[config.mk]
export PLATFORM = sky130hd
export DESIGN_NAME = tmr_channel
export DESIGN_NICKNAME = d
export VERILOG_FILES = /design/src/rtl/tmr_pkg.sv /design/src/rtl/tmr_in_sync.sv /design/src/rtl/tmr_quad_dec.sv /design/src/rtl/tmr_count_core.sv /design/src/rtl/tmr_cmp_bank.sv /design/src/rtl/tmr_pwm_out.sv /design/src/rtl/tmr_channel.sv
export SDC_FILE = /design/constraint.sdc
export NUM_CORES = 1
export LEC_CHECK = 0
export BUFFER_PORTS_ARGS = -buffer_cell sky130_fd_sc_hd__buf_2
export CAP_MARGIN = 20
export CORE_MARGIN = 2
export CORE_UTILIZATION = 45
export DETAILED_ROUTE_END_ITERATION = 10
export SLEW_MARGIN = 15
export SYNTH_ARGS = -nofsm -noshare
export SYNTH_HDL_FRONTEND = slang
export SYNTH_HIERARCHICAL = 1
export SYNTH_SLANG_ARGS = --single-unit
[constraint.sdc]
create_clock -name clk -period 7.7 [get_ports clk]
set_clock_uncertainty 0.05 [all_clocks]
set_input_delay 1.54 -clock clk [delete_from_list [all_inputs] [get_ports clk]]
set_output_delay 1.54 -clock clk [all_outputs]
set_load 0.005 [all_outputs]
[src/rtl/tmr_pkg.sv]
package tmr_pkg;
  typedef enum logic [1:0] {
    MODE_FREE  = 2'd0,
    MODE_EVENT = 2'd1,
    MODE_PWM   = 2'd2,
    MODE_QUAD  = 2'd3
  } tmr_mode_e;

  // bit5 active_low, bit4 clr_on_match, bit3 buf_on_clear, bit2 buf_en, bits1:0 mode
  typedef struct packed {
    logic      active_low;
    logic      clr_on_match;
    logic      buf_on_clear;
    logic      buf_en;
    tmr_mode_e mode;
  } tmr_ctrl_t;

  localparam int CTRL_W = $bits(tmr_ctrl_t);

  localparam logic [2:0] ADDR_CTRL = 3'd0;
  localparam logic [2:0] ADDR_CNT  = 3'd1;
  localparam logic [2:0] ADDR_CMP  = 3'd2;
  localparam logic [2:0] ADDR_BUF  = 3'd3;
  localparam logic [2:0] ADDR_PER  = 3'd4;
endpackage

[src/rtl/tmr_in_sync.sv]
module tmr_in_sync #(
  parameter int N = 3
) (
  input  logic         clk,
  input  logic         rst,
  input  logic [N-1:0] pins,
  output logic [N-1:0] cur,
  output logic [N-1:0] prev
);
  logic [N-1:0] meta;

  always_ff @(posedge clk) begin
    if (rst) begin
      meta <= '0;
      cur  <= '0;
      prev <= '0;
    end else begin
      meta <= pins;
      cur  <= meta;
      prev <= cur;
    end
  end
endmodule

[src/rtl/tmr_quad_dec.sv]
module tmr_quad_dec (
  input  logic clk,
  input  logic rst,
  input  logic a_cur,
  input  logic b_cur,
  input  logic a_prev,
  input  logic b_prev,
  output logic up,
  output logic down
);
  logic a_chg, b_chg, differ;

  always_comb begin
    a_chg  = a_cur ^ a_prev;
    b_chg  = b_cur ^ b_prev;
    differ = a_cur ^ b_cur;
    up     = (a_chg & ~b_chg & differ) | (b_chg & ~a_chg & ~differ);
    down   = (a_chg & ~b_chg & ~differ) | (b_chg & ~a_chg & differ);
  end

  p_dir_exclusive_r10: assert property (@(posedge clk) disable iff (rst) !(up && down));
  p_both_change_ignored_r10: assert property (@(posedge clk) disable iff (rst)
    (a_cur != a_prev && b_cur != b_prev) |-> (!up && !down));
endmodule

[src/rtl/tmr_count_core.sv]
module tmr_count_core #(
  parameter int W = 16
) (
  input  logic         clk,
  input  logic         rst,
  input  logic         step_up,
  input  logic         step_dn,
  input  logic         pwm_mode,
  input  logic         clr_on_match,
  input  logic         wr_cnt,
  input  logic [W-1:0] wr_val,
  input  logic [W-1:0] cmp,
  input  logic [W-1:0] period,
  output logic [W-1:0] cnt,
  output logic         match_evt,
  output logic         clear_evt,
  output logic         match_o,
  output logic         ovf_o,
  output logic         unf_o
);
  localparam logic [W-1:0] ALL_ONES = '1;
  localparam logic [W-1:0] ZERO     = '0;

  logic at_match, at_period, up_ok, dn_ok, ovf_evt, unf_evt;
  logic [W-1:0] cnt_nxt;

  always_comb begin
    at_match  = (cnt == cmp);
    at_period = (cnt == period);
    up_ok     = step_up & ~wr_cnt;
    dn_ok     = step_dn & ~wr_cnt;
    match_evt = (up_ok | dn_ok) & at_match;
    clear_evt = up_ok & (pwm_mode ? at_period : (clr_on_match & at_match));
    ovf_evt   = up_ok & ~clear_evt & (cnt == ALL_ONES);
    unf_evt   = dn_ok & (cnt == ZERO);
    if (wr_cnt)         cnt_nxt = wr_val;
    else if (clear_evt) cnt_nxt = ZERO;
    else if (up_ok)     cnt_nxt = cnt + 1'b1;
    else if (dn_ok)     cnt_nxt = cnt - 1'b1;
    else                cnt_nxt = cnt;
  end

  always_ff @(posedge clk) begin
    if (rst) begin
      cnt     <= ZERO;
      match_o <= 1'b0;
      ovf_o   <= 1'b0;
      unf_o   <= 1'b0;
    end else begin
      cnt     <= cnt_nxt;
      match_o <= match_evt;
      ovf_o   <= ovf_evt;
      unf_o   <= unf_evt;
    end
  end

  p_idle_hold_r2: assert property (@(posedge clk) disable iff (rst)
    (!step_up && !step_dn && !wr_cnt) |=> cnt == $past(cnt));
  p_match_flag_r4: assert property (@(posedge clk) disable iff (rst)
    match_o |-> $past(cnt == cmp));
  p_ovf_to_zero_r5: assert property (@(posedge clk) disable iff (rst)
    ovf_o |-> cnt == ZERO);
  p_unf_to_ones_r11: assert property (@(posedge clk) disable iff (rst)
    unf_o |-> cnt == ALL_ONES);
  p_write_wins_r12: assert property (@(posedge clk) disable iff (rst)
    wr_cnt |=> cnt == $past(wr_val));
endmodule

[src/rtl/tmr_cmp_bank.sv]
module tmr_cmp_bank #(
  parameter int W = 16
) (
  input  logic         clk,
  input  logic         rst,
  input  logic         wr_cmp,
  input  logic         wr_buf,
  input  logic         wr_per,
  input  logic [W-1:0] wr_val,
  input  logic         load,
  output logic [W-1:0] cmp,
  output logic [W-1:0] period
);
  logic [W-1:0] shadow;

  always_ff @(posedge clk) begin
    if (rst) begin
      cmp    <= '0;
      shadow <= '0;
      period <= '1;
    end else begin
      if (wr_cmp)    cmp <= wr_val;
      else if (load) cmp <= shadow;
      if (wr_buf) shadow <= wr_val;
      if (wr_per) period <= wr_val;
    end
  end

  p_cmp_hold_r6: assert property (@(posedge clk) disable iff (rst)
    (!load && !wr_cmp) |=> cmp == $past(cmp));
endmodule

[src/rtl/tmr_pwm_out.sv]
module tmr_pwm_out #(
  parameter int W = 16
) (
  input  logic         clk,
  input  logic         rst,
  input  logic         pwm_mode,
  input  logic         active_low,
  input  logic [W-1:0] cnt,
  input  logic [W-1:0] cmp,
  output logic         wave_o
);
  logic active;

  always_comb active = pwm_mode & (cnt < cmp);

  always_ff @(posedge clk) begin
    if (rst) wave_o <= 1'b0;
    else     wave_o <= active ^ active_low;
  end
endmodule

[src/rtl/tmr_channel.sv]
module tmr_channel
  import tmr_pkg::*;
#(
  parameter int CNT_W = 16
) (
  input  logic             clk,
  input  logic             rst,
  input  logic             wr_en,
  input  logic [2:0]       wr_addr,
  input  logic [CNT_W-1:0] wr_data,
  input  logic             cnt_en,
  input  logic             ev_in,
  input  logic             pha_in,
  input  logic             phb_in,
  output logic [CNT_W-1:0] cnt_o,
  output logic [CNT_W-1:0] cmp_o,
  output logic             match_o,
  output logic             ovf_o,
  output logic             unf_o,
  output logic             wave_o
);
  localparam int PIN_N = 3;

  tmr_ctrl_t ctrl;
  logic [PIN_N-1:0] pin_cur, pin_prev;
  logic q_up, q_dn, ev_rise;
  logic step_up, step_dn, pwm_mode;
  logic wr_ctrl, wr_cnt, wr_cmp, wr_buf, wr_per;
  logic match_evt, clear_evt, load;
  logic [CNT_W-1:0] period;

  always_comb begin
    wr_ctrl = wr_en & (wr_addr == ADDR_CTRL);
    wr_cnt  = wr_en & (wr_addr == ADDR_CNT);
    wr_cmp  = wr_en & (wr_addr == ADDR_CMP);
    wr_buf  = wr_en & (wr_addr == ADDR_BUF);
    wr_per  = wr_en & (wr_addr == ADDR_PER);
  end

  always_ff @(posedge clk) begin
    if (rst)          ctrl <= '0;
    else if (wr_ctrl) ctrl <= tmr_ctrl_t'(wr_data[CTRL_W-1:0]);
  end

  tmr_in_sync #(.N(PIN_N)) u_sync (
    .clk (clk),
    .rst (rst),
    .pins({ev_in, phb_in, pha_in}),
    .cur (pin_cur),
    .prev(pin_prev)
  );

  tmr_quad_dec u_quad (
    .clk   (clk),
    .rst   (rst),
    .a_cur (pin_cur[0]),
    .b_cur (pin_cur[1]),
    .a_prev(pin_prev[0]),
    .b_prev(pin_prev[1]),
    .up    (q_up),
    .down  (q_dn)
  );

  always_comb begin
    ev_rise  = pin_cur[2] & ~pin_prev[2];
    pwm_mode = (ctrl.mode == MODE_PWM);
    unique case (ctrl.mode)
      MODE_FREE:  step_up = cnt_en;
      MODE_EVENT: step_up = cnt_en & ev_rise;
      MODE_PWM:   step_up = cnt_en;
      MODE_QUAD:  step_up = cnt_en & q_up;
      default:    step_up = 1'b0;
    endcase
    step_dn = cnt_en & (ctrl.mode == MODE_QUAD) & q_dn;
    load    = ctrl.buf_en &
              ((pwm_mode | ctrl.buf_on_clear) ? clear_evt : match_evt);
  end

  tmr_count_core #(.W(CNT_W)) u_core (
    .clk         (clk),
    .rst         (rst),
    .step_up     (step_up),
    .step_dn     (step_dn),
    .pwm_mode    (pwm_mode),
    .clr_on_match(ctrl.clr_on_match),
    .wr_cnt      (wr_cnt),
    .wr_val      (wr_data),
    .cmp         (cmp_o),
    .period      (period),
    .cnt         (cnt_o),
    .match_evt   (match_evt),
    .clear_evt   (clear_evt),
    .match_o     (match_o),
    .ovf_o       (ovf_o),
    .unf_o       (unf_o)
  );

  tmr_cmp_bank #(.W(CNT_W)) u_bank (
    .clk   (clk),
    .rst   (rst),
    .wr_cmp(wr_cmp),
    .wr_buf(wr_buf),
    .wr_per(wr_per),
    .wr_val(wr_data),
    .load  (load),
    .cmp   (cmp_o),
    .period(period)
  );

  tmr_pwm_out #(.W(CNT_W)) u_pwm (
    .clk       (clk),
    .rst       (rst),
    .pwm_mode  (pwm_mode),
    .active_low(ctrl.active_low),
    .cnt       (cnt_o),
    .cmp       (cmp_o),
    .wave_o    (wave_o)
  );

  // in waveform mode the active compare only moves at the period wrap
  p_pwm_cmp_at_wrap_r9: assert property (@(posedge clk) disable iff (rst)
    (pwm_mode && $past(pwm_mode) && !$past(wr_cmp) && cmp_o != $past(cmp_o))
      |-> cnt_o == '0);
  p_no_dual_flag_r5: assert property (@(posedge clk) disable iff (rst)
    !(ovf_o && unf_o));
endmodule

==> run metrics, run 1 <==
status=completed; TritonRoute pass-1 iters=5; maximum buffer depth of the clock tree=2; vias in the first global route=4,258; Avg Inst Size Synth=9.31 um2; Crit Path Category=in2reg; port bufs=a little over 60; EDFF count, synth=0; global-route wire length before repair=around 22,000 um; top cells by count, synth=dfxtp_1 (83), nor2_1 (54), nor2b_1 (44); ANT nets after route=0; Unique masters post-synth=approximately 60; CP endpoint kind=register; antenna violations before repair=0; Avg WL per Cell=about 18 um; # H-tree levels=3; NumNets Final=660; top-count cell post-synth=dfxtp_1; total grt overflow=0; Final GP Congestion=0.841; post-cts sizing count=0; Worst Hold Class=reg2reg; Mapped Cells=551; Min Hold Slack=slightly below 0.4 ns; crit path launch=wr_addr[1]; synth warn=6; register area share after synthesis=0.324; Slew Limit Fails=0; row count=38; Yosys top cell area share=0.324; PD cells=237 nW/um2; CP Launch Type=primary input; Req. time, crit path=roughly 8 ns; CTS clk-pin slew, worst paths=0.06 ns; clock sinks=83; die area=between 10,000 and 15,000 um2; RSZ-0062 raised after global routing=false; Synth Cell Area=5130 um2; hold_buf cts=0; leakage=2.33 nW; mean number of vias per cell=5.80; core area=11,000 um2; Post-synth ARST share=0; final setup violation count=0; chip width=111 um; Slew HR=0.291; flops & latches, synth=83; Total GRT Usage=0.226; post-synth net total=610; ys flop type=dfxtp_1; final worst-path cycle share=0.630; P&R area growth vs syn=15.0%; Critical R2R Launch=u_sync/prev[0]; total CTS buffers=9; die height=111 um; Worst EP arrival=about 5.0 ns; area leader, netlist=dfxtp_1; IO Pins=62; reg-to-reg slack, setup=3.80 ns; CTS tree=done; Min Clock Period, post-route=between 4 and 5 ns; largest net degree at the start of global routing=73; DRC=0; DRT iter0 DRCs=318; Critical Path End=u_core/cnt[14]; Skew-Pair Late Insertion Delay=0.35 ns; via count=4,330; max_cap viols=0; Reg2Reg Capture Point=u_core/cnt[14]; Crit Path Max Fanout=37; Worst Reg-to-Reg Cells=13; setup TNS=0 ns; Post-DP HPWL=9670 um; synth top area cells=dfxtp_1 (32%), ha_1 (7.8%), mux2i_1 (7.4%); share of cells above drive strength 1=0.193; maximum vdd drop=0.123 mV; worst-margin pin slew=1.06 ns; initial core utilization=0.467; setup bufs post-CTS=0; # diodes=0; Root Buffer=clkbuf_16; Routed WL=about 14,000 um; Fmax=0.206 GHz; final hold vios=0
[worst max-delay path, cell delays in order]
cell      delay, ns
buf_2          0.15
nor4bb_4       0.29
buf_4          0.41
nand2b_1       0.78
ha_1           0.41
or4_1          0.53
o21ai_2        0.10
a31oi_4        0.07
o41ai_4        0.33
xnor2_1        0.12
a221oi_2       0.21
nor2_1         0.05
[metrics by stage]
stage | util | total power, W | area (um2) | std cells | setup WS (ns)
6_report | 0.537 | 0.00140 | 5890 | 746 | 2.85
5_1_grt | 0.537 | 0.00147 | 5890 | 746 | 2.64
4_1_cts | 0.535 | 0.00140 | 5880 | 745 | 2.86
3_5_place_dp | 0.501 | 0.000856 | 5500 | 729 | 2.51
3_3_place_gp | 0.501 | 0.000845 | 5500 | 729 | 2.64
2_1_floorplan | - | 0.000753 | 5130 | 551 | 3.34
[registers in the layout, indices dropped and copies added (netlist names)]
name	cells
u_core/cnt	16
u_pwm/wave_o	1
u_sync/cur	3
u_bank/shadow	16
u_sync/meta	3
u_core/unf_o	1
u_bank/cmp	16
u_core/ovf_o	1
u_sync/prev	3
ctrl	6
u_core/match_o	1
u_bank/period	16
[cells in the final DEF (no fill, tap or decap), types with 4 or more instances in the layout]
cell type and n:
o21a_1 5, o21ai_0 11, xor2_1 8, nor3_1 4, nand2_1 21, a221oi_1 5, buf_4 4, a21oi_1 22
a21o_1 7, inv_1 30, nand3_1 4, buf_2 61, a221oi_2 10, xnor2_1 39, nor4_1 7, nor2_1 54
dfxtp_1 83, a211oi_1 8, or3_1 6, nor2b_1 44, clkbuf_16 9, and3_1 4, a211o_1 17, ha_1 32
a211oi_2 10, bufinv_16 4, nand4_1 15, mux2i_1 38
[worst min path at each step]
stage | start | end | slack (ns) | cells after the start
floorplan | u_sync/meta[0] | u_sync/cur[0] | 0.36 | 1
global placement | u_sync/meta[1] | u_sync/cur[1] | 0.37 | 1
detailed placement | u_sync/meta[1] | u_sync/cur[1] | 0.38 | 1
CTS | u_sync/meta[1] | u_sync/cur[1] | 0.39 | 1
global route | u_sync/meta[0] | u_sync/cur[0] | 0.41 | 1
finish | u_sync/meta[1] | u_sync/cur[1] | 0.39 | 1
[report_power, final]
| group | switching, W | internal [W] | total [W] |
|---|---|---|---|
| clock network | 0.000181 | 0.000368 | 0.000549 |
| logic | 0.000184 | 0.000159 | 0.000343 |
| registers | 0.0000540 | 0.000453 | 0.000507 |
[routing by layer]
metal / part of all wire / global-route usage
met5: 0 / 0
met1: 0.46 / 0.305
met4: 0.017 / 0.0783
met3: 0.045 / 0.0366
met2: 0.48 / 0.367
[final cells by class]
type	instances	area, um2
fill	1032	5090
multi-input combinational	411	3220
sequential	83	1660
timing repair buffer	66	350
clock buffer	12	256
tap	140	175
clock inverter	4	120
inverter	30	113
[logic make-up (layout without fill, tap and decap cells)]
family | Yosys count | after routing | share of synthesized area
xor+xnor | 47 | 47 | 0.0803
flops | 83 | 83 | 0.324
buf+inv | 57 | 112 | 0.0549
compound gates | 118 | 118 | 0.200
simple gates | 174 | 174 | 0.182
mux | 39 | 39 | 0.0764
fa+ha+maj | 33 | 33 | 0.0820
Power figures use the tool's default switching activity.
==> inputs of run 2 (changes only) <==
==> constraint.sdc (replaced) <==
create_clock -name clk -period 5 [get_ports clk]
set_clock_uncertainty 0.05 [all_clocks]
set_input_delay 1 -clock clk [delete_from_list [all_inputs] [get_ports clk]]
set_output_delay 1 -clock clk [all_outputs]
set_load 0.005 [all_outputs]
==> run 2 against run 1 <==
Via count down 0.97%; register-to-register slack worse by 2.3 ns; non-clock buffer count up 4; combinational power up 58%; largest power group is now sequential cells; highest routed layer unchanged; worst hold slack worse by 0.0019 ns; core utilization down 0.38 points.
==> run metrics, run 2 (synthesized netlist as in run 1, its figures left out) <==
Critical R2R Launch=u_sync/prev[0] (unchanged); status=completed (unchanged); Min Hold Slack=0.385 ns (was 0.387 ns); maximum buffer depth of the clock tree=2 (unchanged); # diodes=0 (unchanged); Fmax=0.274 GHz; final worst-path cycle share=0.730; global-route wire length before repair=21,700 um (was 22,400 um); final setup violation count=0 (unchanged); die height=111 um (unchanged); share of cells above drive strength 1=0.197 (was 0.193); row count=38 (unchanged); hold depth=1 (unchanged); hold_buf cts=0 (unchanged); clock sinks=83 (unchanged); setup bufs post-CTS=0 (unchanged); TritonRoute pass-1 iters=5 (unchanged); Root Buffer=clkbuf_16 (unchanged); Slew HR=0.335 (was 0.291); final hold vios=0 (unchanged); CP Launch Type=primary input (unchanged); Post-DP HPWL=9770 um (was 9670 um); mean number of vias per cell=5.73 (was 5.80); Min Clock Period, post-route=between 3 and 4 ns; total CTS buffers=9 (unchanged); Final GP Congestion=0.836 (was 0.841); total grt overflow=0 (unchanged); Crit Path Category=in2reg (unchanged); Avg WL per Cell=17.9 um (was 18.2 um); PD cells=340 nW/um2 (was 237 nW/um2); chip width=111 um (unchanged); ANT nets after route=0 (unchanged); Crit Path Max Fanout=14 (was 37); worst-margin pin slew=0.998 ns (was 1.06 ns); CTS tree=done (unchanged); vias in the first global route=4,226 (was 4,258); maximum vdd drop=0.187 mV (was 0.123 mV); Worst Reg-to-Reg Cells=13 (unchanged); min-delay src=u_sync/meta[1] (unchanged); antenna violations before repair=0 (unchanged); largest net degree at the start of global routing=50 (was 73); port bufs=61 (unchanged); RSZ-0062 raised after global routing=false (unchanged); reg-to-reg slack, setup=1.46 ns (was 3.80 ns); Slew Limit Fails=0 (unchanged); CTS clk-pin slew, worst paths=0.06 ns (about the same); die area=12,300 um2 (unchanged); core area=11,000 um2 (unchanged); Total GRT Usage=0.222 (was 0.226); Worst Hold Class=reg2reg (unchanged); Worst EP arrival=3.84 ns (was 5.00 ns); NumNets Final=664 (was 660); DRC=0 (unchanged); Hold Path End=u_sync/cur[1] (unchanged); fillcell total=1,018 (was 1,032); # H-tree levels=3 (unchanged); IO Pins=62 (unchanged); CP cell instances=buf_2 -> nor4bb_4 -> nand2b_1 -> ha_1 -> a21o_1 -> a21oi_1 -> nand2_1 -> a21o_2 -> xnor2_1 -> or3_1 -> a221oi_1 (was buf_2 -> nor4bb_4 -> buf_4 -> nand2b_1 -> ha_1 -> or4_1 -> o21ai_2 -> a31oi_4 -> o41ai_4 -> xnor2_1 -> a221oi_2 -> nor2_1); Routed WL=13,400 um (was 13,600 um); leakage=2.32 nW (was 2.33 nW); slowest CP cell=nand2b_1 (unchanged); Req. time, crit path=5.19 ns (was 7.85 ns); setup TNS=0 ns (unchanged); max incr delay on CP=0.53 ns (was 0.78 ns); commonest non-fill, non-tap cells in the layout=dfxtp_1 (83), buf_2 (61), nor2_1 (54) (unchanged); via count=4,288 (was 4,330); Reg2Reg Capture Point=u_core/cnt[8] (was u_core/cnt[14]); Skew-Pair Late Insertion Delay=0.34 ns (was 0.35 ns); DRT iter0 DRCs=207 (was 318); CP endpoint kind=register (unchanged); most common cell after layout, fill and taps aside=dfxtp_1 (unchanged); initial core utilization=0.467 (unchanged); post-cts sizing count=0 (unchanged); max_cap viols=0 (unchanged); P&R area growth vs syn=14.2% (was 15.0%)
## run 2: how the worst max path moves through the flow
stage / startpoint / to / slack (ns) / depth (start not counted)
after CTS: u_core/cnt[2] / u_bank/cmp[12] / 1.29 / 9
final: wr_addr[1] / u_core/cnt[8] / 1.35 / 11
after floorplan: wr_addr[1] / u_core/cnt[14] / 1.18 / 11
after detailed placement: wr_addr[1] / u_core/cnt[8] / 1.01 / 11
after global placement: wr_addr[1] / u_core/cnt[14] / 1.08 / 11
after global routing: cnt_en / u_core/cnt[8] / 1.05 / 11
## run 2: area by class of cell
| type | count | area (um2) | share of cell area |
|---|---|---|---|
| Clock inverter | 2 | 35.0 | 0.00599 |
| Tap cell | 140 | 175 | 0.0299 |
| Timing Repair Buffer | 70 | 384 | 0.0656 |
| Inverter | 30 | 113 | 0.0192 |
| Multi-Input combinational cell | 411 | 3220 | 0.550 |
| Sequential cell | 83 | 1660 | 0.284 |
| Clock buffer | 12 | 267 | 0.0455 |
## run 2: worst max-delay path, delay by kind of cell
kind / cells / cell delay [ns]
simple gates: 4 / 1.25
buf+inv: 1 / 0.15
fa+ha+maj: 1 / 0.34
compound gates: 4 / 0.98
xor+xnor: 1 / 0.11
## run 2: power breakdown
part	internal (W)	leakage, nW	switching, W
logic	0.000249	1.50	0.000292
registers	0.000698	0.677	0.0000740
clock network	0.000421	0.151	0.000258
total	0.00137	2.32	0.000624
## run 2: stage by stage
stage / power, W / instance area (um2) / setup slack (ns) / utilization / instances
2_1_floorplan: 0.00116 / 5130 / 1.18 / - / 551
3_3_place_gp: 0.00131 / 5530 / 1.08 / 0.503 / 732
3_5_place_dp: 0.00132 / 5530 / 1.01 / 0.503 / 732
4_1_cts: 0.00201 / 5830 / 1.29 / 0.531 / 746
5_1_grt: 0.00210 / 5850 / 1.05 / 0.533 / 748
6_report: 0.00199 / 5850 / 1.35 / 0.533 / 748
## run 2: routing by layer
| metal | up-vias | share of wire | track usage |
|---|---|---|---|
| met5 | - | 0 | 0 |
| met4 | 0 | 0.014 | 0.0717 |
| met3 | 16 | 0.049 | 0.0492 |
| met2 | 115 | 0.48 | 0.370 |
| met1 | 2063 | 0.46 | 0.285 |
| li1 | 2094 | - | - |
